`config.mk`:
```
export PLATFORM = sky130hd
export DESIGN_NAME = autoack_irq_ctrl
export DESIGN_NICKNAME = d
export VERILOG_FILES = /design/src/rtl/aack_pkg.sv /design/src/rtl/aack_src_bank.sv /design/src/rtl/aack_cpu_port.sv /design/src/rtl/autoack_irq_ctrl.sv
export SDC_FILE = /design/constraint.sdc
export NUM_CORES = 1
export LEC_CHECK = 0
export ABC_AREA = 1
export CORE_MARGIN = 5
export CORE_UTILIZATION = 35
export CTS_CLUSTER_DIAMETER = 100
export DETAILED_ROUTE_END_ITERATION = 8
export DONT_BUFFER_PORTS = 1
export PLACE_DENSITY = 0.54
export SYNTH_ARGS = -nofsm -noshare
export SYNTH_HDL_FRONTEND = slang
export SYNTH_SLANG_ARGS = --single-unit
```
`constraint.sdc`:
```
create_clock -name clk -period 2.8 [get_ports clk]
set_input_delay 0.7 -clock clk [delete_from_list [all_inputs] [get_ports clk]]
set_output_delay 0.7 -clock clk [all_outputs]
set_load 0.03 [all_outputs]
```
`src/rtl/aack_pkg.sv`:
```
package aack_pkg;
  localparam int OFF_W = 6;
  localparam int DW    = 32;

  localparam logic [OFF_W-1:0] OFF_EVENT = 6'd0;
  localparam logic [OFF_W-1:0] OFF_MSET  = 6'd1;
  localparam logic [OFF_W-1:0] OFF_MCLR  = 6'd2;
  localparam logic [OFF_W-1:0] OFF_SSET  = 6'd3;
  localparam logic [OFF_W-1:0] OFF_SCLR  = 6'd4;
  localparam logic [OFF_W-1:0] OFF_ISET  = 6'd5;
  localparam logic [OFF_W-1:0] OFF_ICLR  = 6'd6;
  localparam logic [OFF_W-1:0] OFF_IMSET = 6'd7;
  localparam logic [OFF_W-1:0] OFF_IMCLR = 6'd8;
  localparam logic [OFF_W-1:0] OFF_ISTAT = 6'd9;
  localparam logic [OFF_W-1:0] OFF_AFF   = 6'd32;

  typedef enum logic [1:0] {
    EV_NONE = 2'd0,
    EV_HW   = 2'd1,
    EV_IPI  = 2'd2
  } ev_kind_e;
endpackage

```
`src/rtl/aack_src_bank.sv`:
```
module aack_src_bank #(
  parameter int N_SRC = 16,
  parameter int N_CPU = 2,
  localparam int IDX_W = $clog2(N_SRC)
) (
  input  logic                          clk,
  input  logic                          rst_n,
  input  logic [N_SRC-1:0]              mask_set,
  input  logic [N_SRC-1:0]              mask_clr,
  input  logic [N_SRC-1:0]              auto_mask,
  input  logic [N_SRC-1:0]              swt_set,
  input  logic [N_SRC-1:0]              swt_clr,
  input  logic                          aff_we,
  input  logic [IDX_W-1:0]              aff_idx,
  input  logic [N_CPU-1:0]              aff_wdata,
  output logic [N_SRC-1:0]              mask_q,
  output logic [N_SRC-1:0]              swt_q,
  output logic [N_SRC-1:0][N_CPU-1:0]   aff_q
);
  always_ff @(posedge clk or negedge rst_n) begin
    if (!rst_n) begin
      mask_q <= '1;
      swt_q  <= '0;
    end else begin
      mask_q <= (mask_q | mask_set | auto_mask) & ~mask_clr;
      swt_q  <= (swt_q | swt_set) & ~swt_clr;
    end
  end

  for (genvar s = 0; s < N_SRC; s++) begin : g_aff
    always_ff @(posedge clk or negedge rst_n) begin
      if (!rst_n)
        aff_q[s] <= '1;
      else if (aff_we && aff_idx == IDX_W'(s))
        aff_q[s] <= aff_wdata;
    end
  end
endmodule

```
`src/rtl/aack_cpu_port.sv`:
```
module aack_cpu_port import aack_pkg::*; #(
  parameter int N_SRC = 16,
  localparam int IDX_W = $clog2(N_SRC)
) (
  input  logic             clk,
  input  logic             rst_n,
  input  logic [N_SRC-1:0] elig_hw,
  input  logic [1:0]       ipi_set,
  input  logic [1:0]       ipi_clr,
  input  logic [1:0]       imask_set,
  input  logic [1:0]       imask_clr,
  input  logic             ack,
  output logic [DW-1:0]    event_o,
  output logic [3:0]       ipi_stat_o,
  output logic             irq_o,
  output logic [N_SRC-1:0] hw_ack_o
);
  logic [1:0]       pend_q, imask_q, ipi_elig, ipi_take;
  logic             hw_hit;
  logic [IDX_W-1:0] hw_num;
  ev_kind_e         kind;
  logic [15:0]      num;

  assign ipi_elig = pend_q & ~imask_q;

  // lowest index wins: scan downward so the last hit is the smallest
  always_comb begin
    hw_hit = 1'b0;
    hw_num = '0;
    for (int i = N_SRC - 1; i >= 0; i--) begin
      if (elig_hw[i]) begin
        hw_hit = 1'b1;
        hw_num = IDX_W'(i);
      end
    end
  end

  always_comb begin
    kind = EV_NONE;
    num  = '0;
    if (ipi_elig[0]) begin
      kind = EV_IPI;
    end else if (ipi_elig[1]) begin
      kind = EV_IPI;
      num  = 16'd1;
    end else if (hw_hit) begin
      kind = EV_HW;
      num  = 16'(hw_num);
    end
  end

  assign event_o    = DW'({kind, num});
  assign ipi_stat_o = {imask_q, pend_q};
  assign irq_o      = (|ipi_elig) | hw_hit;
  assign hw_ack_o   = (ack && kind == EV_HW) ? (N_SRC'(1) << hw_num) : '0;
  assign ipi_take   = (ack && kind == EV_IPI) ? ((num == 16'd0) ? 2'b01 : 2'b10) : 2'b00;

  always_ff @(posedge clk or negedge rst_n) begin
    if (!rst_n) begin
      pend_q  <= '0;
      imask_q <= '1;
    end else begin
      pend_q  <= (pend_q | ipi_set) & ~ipi_clr & ~ipi_take;
      imask_q <= (imask_q | imask_set | ipi_take) & ~imask_clr;
    end
  end
endmodule

```
`src/rtl/autoack_irq_ctrl.sv`:
```
module autoack_irq_ctrl import aack_pkg::*; #(
  parameter int N_SRC = 16,
  parameter int N_CPU = 2,
  localparam int CPU_W  = $clog2(N_CPU),
  localparam int VIEW_W = $clog2(N_CPU + 1),
  localparam int ADDR_W = VIEW_W + OFF_W
) (
  input  logic              clk,
  input  logic              rst_n,
  input  logic [N_SRC-1:0]  hw_irq,
  input  logic              bus_valid,
  input  logic              bus_we,
  input  logic [CPU_W-1:0]  bus_cpu,
  input  logic [ADDR_W-1:0] bus_addr,
  input  logic [DW-1:0]     bus_wdata,
  output logic [DW-1:0]     bus_rdata,
  output logic [N_CPU-1:0]  irq_out
);
  localparam int IDX_W = $clog2(N_SRC);

  logic [OFF_W-1:0]            off;
  logic [VIEW_W-1:0]           view;
  int                          tgt;
  logic                        tgt_ok, wr, rd, aff_hit;
  logic [IDX_W-1:0]            aff_idx;
  logic [N_SRC-1:0]            mask_q, swt_q, req, auto_mask;
  logic [N_SRC-1:0][N_CPU-1:0] aff_q;
  logic [DW-1:0]               ev   [N_CPU];
  logic [3:0]                  istat[N_CPU];
  logic [N_SRC-1:0]            hw_ack[N_CPU];

  assign off  = bus_addr[OFF_W-1:0];
  assign view = bus_addr[ADDR_W-1:OFF_W];
  assign wr   = bus_valid & bus_we;
  assign rd   = bus_valid & ~bus_we;
  assign req  = hw_irq | swt_q;

  always_comb begin
    if (view == '0) begin
      tgt    = int'(bus_cpu);
      tgt_ok = 1'b1;
    end else begin
      tgt    = int'(view) - 1;
      tgt_ok = int'(view) <= N_CPU;
    end
  end

  assign aff_hit = (off >= OFF_AFF) && (int'(off - OFF_AFF) < N_SRC);
  assign aff_idx = IDX_W'(off - OFF_AFF);

  function automatic logic [N_SRC-1:0] wbits(input logic hit);
    return hit ? bus_wdata[N_SRC-1:0] : '0;
  endfunction

  aack_src_bank #(.N_SRC(N_SRC), .N_CPU(N_CPU)) u_bank (
    .clk       (clk),
    .rst_n     (rst_n),
    .mask_set  (wbits(wr && off == OFF_MSET)),
    .mask_clr  (wbits(wr && off == OFF_MCLR)),
    .auto_mask (auto_mask),
    .swt_set   (wbits(wr && off == OFF_SSET)),
    .swt_clr   (wbits(wr && off == OFF_SCLR)),
    .aff_we    (wr && aff_hit),
    .aff_idx   (aff_idx),
    .aff_wdata (bus_wdata[N_CPU-1:0]),
    .mask_q    (mask_q),
    .swt_q     (swt_q),
    .aff_q     (aff_q)
  );

  for (genvar c = 0; c < N_CPU; c++) begin : g_cpu
    logic [N_SRC-1:0] col;
    logic             sel;
    for (genvar s = 0; s < N_SRC; s++) begin : g_col
      assign col[s] = aff_q[s][c];
    end
    assign sel = tgt_ok && (tgt == c);

    aack_cpu_port #(.N_SRC(N_SRC)) u_port (
      .clk        (clk),
      .rst_n      (rst_n),
      .elig_hw    (req & ~mask_q & col),
      .ipi_set    ((wr && sel && off == OFF_ISET)  ? bus_wdata[1:0] : 2'b00),
      .ipi_clr    ((wr && sel && off == OFF_ICLR)  ? bus_wdata[1:0] : 2'b00),
      .imask_set  ((wr && sel && off == OFF_IMSET) ? bus_wdata[1:0] : 2'b00),
      .imask_clr  ((wr && sel && off == OFF_IMCLR) ? bus_wdata[1:0] : 2'b00),
      .ack        (rd && sel && off == OFF_EVENT),
      .event_o    (ev[c]),
      .ipi_stat_o (istat[c]),
      .irq_o      (irq_out[c]),
      .hw_ack_o   (hw_ack[c])
    );
  end

  always_comb begin
    auto_mask = '0;
    for (int c = 0; c < N_CPU; c++) auto_mask |= hw_ack[c];
  end

  always_comb begin
    bus_rdata = '0;
    case (off)
      OFF_EVENT: for (int c = 0; c < N_CPU; c++) if (tgt_ok && tgt == c) bus_rdata = ev[c];
      OFF_ISTAT: for (int c = 0; c < N_CPU; c++) if (tgt_ok && tgt == c) bus_rdata[3:0] = istat[c];
      OFF_MSET, OFF_MCLR: bus_rdata[N_SRC-1:0] = mask_q;
      OFF_SSET, OFF_SCLR: bus_rdata[N_SRC-1:0] = swt_q;
      default: if (aff_hit) bus_rdata[N_CPU-1:0] = aff_q[aff_idx];
    endcase
  end
endmodule


```
# Word-level counts from Yosys, hierarchy flattened
# Index checks and enable logic that the tools add are counted.
op_classes:
  add_sub_neg: 3
  n_bitwise: 40
  reduce_logical: 52
  eq_ne: 29
  muxes: 107
  order_cmp: 4
  n_shift: 2
op_table:
  columns: ["op", "n"]
  rows:
  - ["16-bit two-way mux", 11]
  - ["4-bit two-way mux", 36]
  - ["16-bit AND", 5]
  - ["16-bit bitwise OR", 5]
  - ["32-bit two-way mux", 2]
  - ["16-bit NOT", 3]
  - ["1-bit logical AND", 42]
  - ["2-bit two-way mux", 18]
  - ["12-bit one-hot mux with 3 select lines", 1]
  - ["1-bit two-way mux", 35]
  - ["32-bit by 2-bit equality test with 1-bit output, second input constant", 1]
  - ["4-bit equality test, second input constant", 8]
  - ["16-bit logical NOT", 2]
  - ["32-bit logical NOT", 1]
  - ["1-bit by 4-bit << shifter with 16-bit output, first input constant", 2]
  - ["6-bit by 3-bit equality test with 1-bit output, second input constant", 4]
  - ["18-bit two-way mux", 1]
  - ["2-bit AND", 8]
  - ["4-bit by 3-bit equality test with 1-bit output, second input constant", 4]
  - ["2-bit NOT", 8]
  - ["2-bit one-hot mux with 4 select lines", 2]
  - ["6-bit by 2-bit equality test with 1-bit output, second input constant", 2]
  - ["6-bit by 4-bit equality test with 1-bit output, second input constant", 2]
  - ["2-bit bitwise OR", 6]
  - ["other kinds (20)", 28]
word_totals:
  in_bits: 61
  regBits: 72
  wordCells: 259

# Longest topological paths before layout
depth:
  ltp_word: 28
  depth_mapped: 24
  mapped_depth_nobuf: 24

# Hierarchy
# Synthesis repeated with hierarchy kept, for this count alone.
hier_totals:
  cells_unflattened: 1040
  hier_area_um2: 6472.5
by_module_without_submodules:
  columns: ["mod", "instances", "cells_per_inst", "area_each_um2"]
  rows:
  - ["aack_src_bank", 1, 270, 2536.2]
  - ["autoack_irq_ctrl", 1, 472, 2182.1]
  - ["aack_cpu_port", 2, 149, 877.1]

# Worst setup path before layout
# No wires, ideal clock.
synth_timing:
  path_kind: "input-to-output"
  start: "input port bus_addr[0]"
  end: "output port bus_rdata[10]"
  path_buffers: 3
  cell_stages: 8
  arrival_ns: 2.251
  path_slack_ns: -0.151
  cell_sequence: "buf_6 -> inv_2 -> clkbuf_1 -> nand4_1 -> nand2_1 -> inv_1 -> clkbuf_1 -> o22ai_1"
synth_via:
  elab_chain_cells: 3
synth_rtl:
  columns: ["item", "line_no", "rtl"]
  rows:
  - ["from (decl)", "autoack_irq_ctrl.sv:14", "input logic [ADDR_W-1:0] bus_addr,"]
  - ["6-bit by 2-bit equality test with 1-bit output, or another cell as far along", "autoack_irq_ctrl.sv:102", "case (off)"]
  - ["2-bit OR reduction", "autoack_irq_ctrl.sv:102", null]
  - ["12-bit one-hot mux with 3 select lines (*)", "autoack_irq_ctrl.sv:102", null]
  - ["to (decl)", "autoack_irq_ctrl.sv:16", "output logic [DW-1:0] bus_rdata,"]
# Every way passes the cells marked *; elsewhere a longest branch is shown, timed or not.

# Worst setup path after layout
layout_timing:
  start: "register u_bank.mask_q[15]"
  end: "output port bus_rdata[0]"
layout_via:
  elab_chain_cells: 25
layout_rtl:
  columns: ["item", "line_no", "rtl"]
  rows:
  - ["from (decl)", "aack_src_bank.sv:16", "output logic [N_SRC-1:0] mask_q,"]
  - ["from (signal assigned)", "aack_src_bank.sv:25", "mask_q <= (mask_q | mask_set | auto_mask) & ~mask_clr;"]
  - ["16-bit NOT (*)", "autoack_irq_ctrl.sv:82", ".elig_hw (req & ~mask_q & col),"]
  - ["16-bit AND (*)", "autoack_irq_ctrl.sv:82", null]
  - ["16-bit AND", "autoack_irq_ctrl.sv:82", null]
  - ["4-bit two-way mux or 1-bit two-way mux (tied branches) (16 in series)", "aack_cpu_port.sv:31", "if (elig_hw[i]) begin"]
  - ["4-bit two-way mux", "aack_cpu_port.sv:46", "end else if (hw_hit) begin"]
  - ["16-bit two-way mux", "aack_cpu_port.sv:43", "end else if (ipi_elig[1]) begin"]
  - ["16-bit two-way mux", "aack_cpu_port.sv:41", "if (ipi_elig[0]) begin"]
  - ["18-bit two-way mux", "autoack_irq_ctrl.sv:103", "OFF_EVENT: for (int c = 0; c < N_CPU; c++) if (tgt_ok && tgt == c) bus_rdata = ev[c];"]
  - ["32-bit two-way mux (*)", "autoack_irq_ctrl.sv:103", null]
  - ["2-bit one-hot mux with 4 select lines (*)", "autoack_irq_ctrl.sv:102", null]
# Marked as above.

==> impl_metrics.env <==
export IMPL_slowest_stage="dfstp_2"
export IMPL_die_h_um=132
export IMPL_relSlewSlack=0.489
export IMPL_synth_top_cell_area_share=0.264
export IMPL_fin_skew_ns=0.00445
export IMPL_area_growth_pct=29.5
export IMPL_dpl_worst_slack_ns=-0.201
export IMPL_drive_gt1_frac=0.338
export IMPL_outcome="finished with violations"
export IMPL_worstPathArrival_ns=2.33
export IMPL_grt_pass1_vias=5290
export IMPL_min_period_ns=3.03
export IMPL_clock_sinks=72
export IMPL_yosys_warnings=0
export IMPL_crit_top_cell="nand2_1"
export IMPL_setup_viol=7
export IMPL_clkLatencyLatePin_ns=0.35
export IMPL_dp_hpwl_um=14100
export IMPL_final_nets=922
export IMPL_initial_core_util=0.357
export IMPL_p_leak_nw=3.18
export IMPL_worstReg2RegEnd="u_bank.mask_q[11]"
export IMPL_antenna_cells=0
export IMPL_grt_first_pass_wirelength_um=29000
export IMPL_htreeDepth=3
export IMPL_ff2ff_setup_slack_ns=-0.05
export IMPL_synth_seq_area_share=0.360
export IMPL_numCtsBuffers=9
export IMPL_drcViolationCount=0
export IMPL_vias_per_cell=5.17
export IMPL_cp_max_fo=3
export IMPL_drt_iter0_drc=617
export IMPL_avgSynthCellArea_um2=6.98
export IMPL_synth_largest_area_cell="dfstp_2"
export IMPL_rows=44
export IMPL_final_cells=1050
export IMPL_final_cell_mix="nand2_1 (180), buf_4 (117), inv_1 (85)"
export IMPL_r2r_cells=19
export IMPL_worstMarginPinSlew_ns=0.765
export IMPL_setup_ws_ns=-0.230
export IMPL_rsz0062_at_grt="yes"
export IMPL_tritoncts="yes"
export IMPL_grt_use_total=0.209
export IMPL_ir_worst_vdd_mv=0.310
export IMPL_ys_seq_elements=72
export IMPL_min_delay_path_class="input port to async pin"
export IMPL_port_buffers=0
export IMPL_crit_path_cell_trace="inv_2 > o21ai_2 > nor2_1 > nand2_1 > nand2_1 > nand2_1 > nand2_1 > nand2_1 > nand2_1 > nand2_1 > nand2_1 > nand2_1 > nand2_1 > nand2_1 > nand2_2 > nand2_4 > nand2_4 > nand2_4 > nand2_1 > nand2_2 > nand2_1 > nand3_2 > nand3_4"
export IMPL_fmax_mhz=330
export IMPL_finalMaxSlewViolations=0
export IMPL_synth_edf_count=0
export IMPL_ctsHoldBuffers=0
export IMPL_antenna_found_initial=0
export IMPL_crit_type="flop to primary output"
export IMPL_synthArstFlopShare=1.00
export IMPL_ant_nets=0
export IMPL_cap_viol_max_count=0
export IMPL_overflow=0
export IMPL_design_die_area_um2=17300
export IMPL_cts_path_max_buffers=2
export IMPL_crit_path_start_kind="flop"
export IMPL_yosysUniqueCellTypes=41
export IMPL_core_area_um2=14500
export IMPL_wire_per_inst_um=17.4
export IMPL_timing_final_crit_share=1.08
export IMPL_netlist_area_um2=5180
export IMPL_final_core_util=0.462
export IMPL_hold_worst_slack_ns=0.0436
export IMPL_final_common_cell="nand2_1"
export IMPL_required_ns=2.10
export IMPL_synth_flop_cell="dfstp_2"
export IMPL_dieWidth_um=132
export IMPL_vias=5429
export IMPL_placed_cells=1011
export IMPL_num_fill_cells=1483
export IMPL_r2r_start="u_bank.aff_q[26]"
export IMPL_routed_wl_um=18300
export IMPL_grt_start_max_net_pins=73
export IMPL_synthCells=743
export IMPL_cts_root_buf="clkbuf_16"
export IMPL_powerDensity_nw_per_um2=475
export IMPL_gp_congestion=0.966
export IMPL_cp_end_kind="primary output"
export IMPL_synthTopCellsByArea="dfstp_2 (26%), nand2_1 (13%), dfrtp_1 (9.7%)"
export IMPL_firstDrtPassIters=5
export IMPL_slowest_delay_ns=0.55
export IMPL_hold_violations=0
export IMPL_ios=95
export IMPL_cts_clk_slew_worst_paths_ns=0.06
export IMPL_violations="setup timing"
repair_timing:
action / 4_1_cts / 5_1_grt
resized for setup: 27 / 24
cloned: 0 / 0
endpoints found under the setup margin: 6 / 26
pin swaps: 12 / 19
setup buffers: 16 / 8
report_power, final:
part,internal (mW),switching [mW]
Combinational,0.307,0.442
Sequential,1.17,0.0747
Clock,0.717,0.478
kinds of logic (layout without fill, tap and decap cells):
logic type,Yosys count,after routing,share of synthesized area
and+or+nand+nor,396,396,0.356
AOI/OAI and AO/OA,144,144,0.173
buffers and inverters,130,240,0.110
DFF,72,72,0.360
other,1,14,0.000723
worst max-delay path, delay by kind of cell, from the launching register on:
kind | cells | cell delay, ns
flops | 1 | 0.55
simple gates | 21 | 1.30
compound gates | 1 | 0.08
buf+inv | 1 | 0.05
layout make-up:
cell class / count / area [um2] / share of cell area
flip-flops and latches: 72 / 1870 / 0.278
clock buffers: 10 / 239 / 0.0356
repair buffers: 123 / 981 / 0.146
multi-input cells: 554 / 2950 / 0.440
inverters: 101 / 379 / 0.0565
well taps: 184 / 230 / 0.0343
clock inverters: 6 / 66.3 / 0.00988
how the worst max path moves through the flow:
| stage | depth (start not counted) | to | startpoint | slack [ns] |
|---|---|---|---|---|
| 2_1_floorplan | 8 | bus_rdata[10] | bus_addr[0] | -0.15 |
| 3_3_place_gp | 14 | bus_rdata[1] | hw_irq[13] | -0.23 |
| 3_5_place_dp | 15 | bus_rdata[2] | hw_irq[13] | -0.20 |
| 4_1_cts | 22 | bus_rdata[0] | u_bank.aff_q[30] | -0.27 |
| 5_1_grt | 22 | bus_rdata[0] | u_bank.aff_q[30] | -0.52 |
| 6_report | 23 | bus_rdata[0] | u_bank.mask_q[15] | -0.23 |
metal layers:
layer  GRT usage  share of wire
met1       0.273           0.44
met2       0.347           0.48
met3      0.0459          0.069
met4      0.0629          0.019
met5           0              0
Yosys cell counts, types with 2 or more instances:
master / instances
o21ai_2: 3
o22ai_1: 16
inv_1: 88
o21ai_0: 54
nand3_2: 4
nor3_2: 3
nor3_4: 3
clkbuf_1: 6
nand2_2: 13
o21ai_1: 3
buf_4: 17
a31oi_1: 10
a2bb2oi_1: 3
nand2_4: 7
nand2_1: 186
inv_2: 11
nor2_2: 16
o211ai_1: 5
clkinv_1: 2
nor3_1: 12
a21oi_1: 13
a22oi_1: 25
buf_6: 2
a221oi_1: 2
buf_2: 4
o21bai_1: 4
nor2_4: 4
nand4_1: 12
nand3b_1: 4
dfrtp_1: 20
dfstp_2: 52
nor2_1: 95
nand3_1: 36
per-stage QoR:
step	power (mW)	setup TNS [ns]	area, um2
3_3_place_gp	1.91	-0.961	6080
3_5_place_dp	1.92	-0.864	6080
4_1_cts	3.18	-0.717	6570
5_1_grt	3.35	-2.74	6710
2_1_floorplan	1.68	-1.51	5240
6_report	3.19	-0.997	6710
state kept, by name, summed over array words and instances, names as in the netlist:
name and count:
u_bank.mask_q 16, g_cpu.u_port.imask_q 4, u_bank.aff_q 32, g_cpu.u_port.pend_q 4, u_bank.swt_q 16
(Power assumes the default switching activity.)
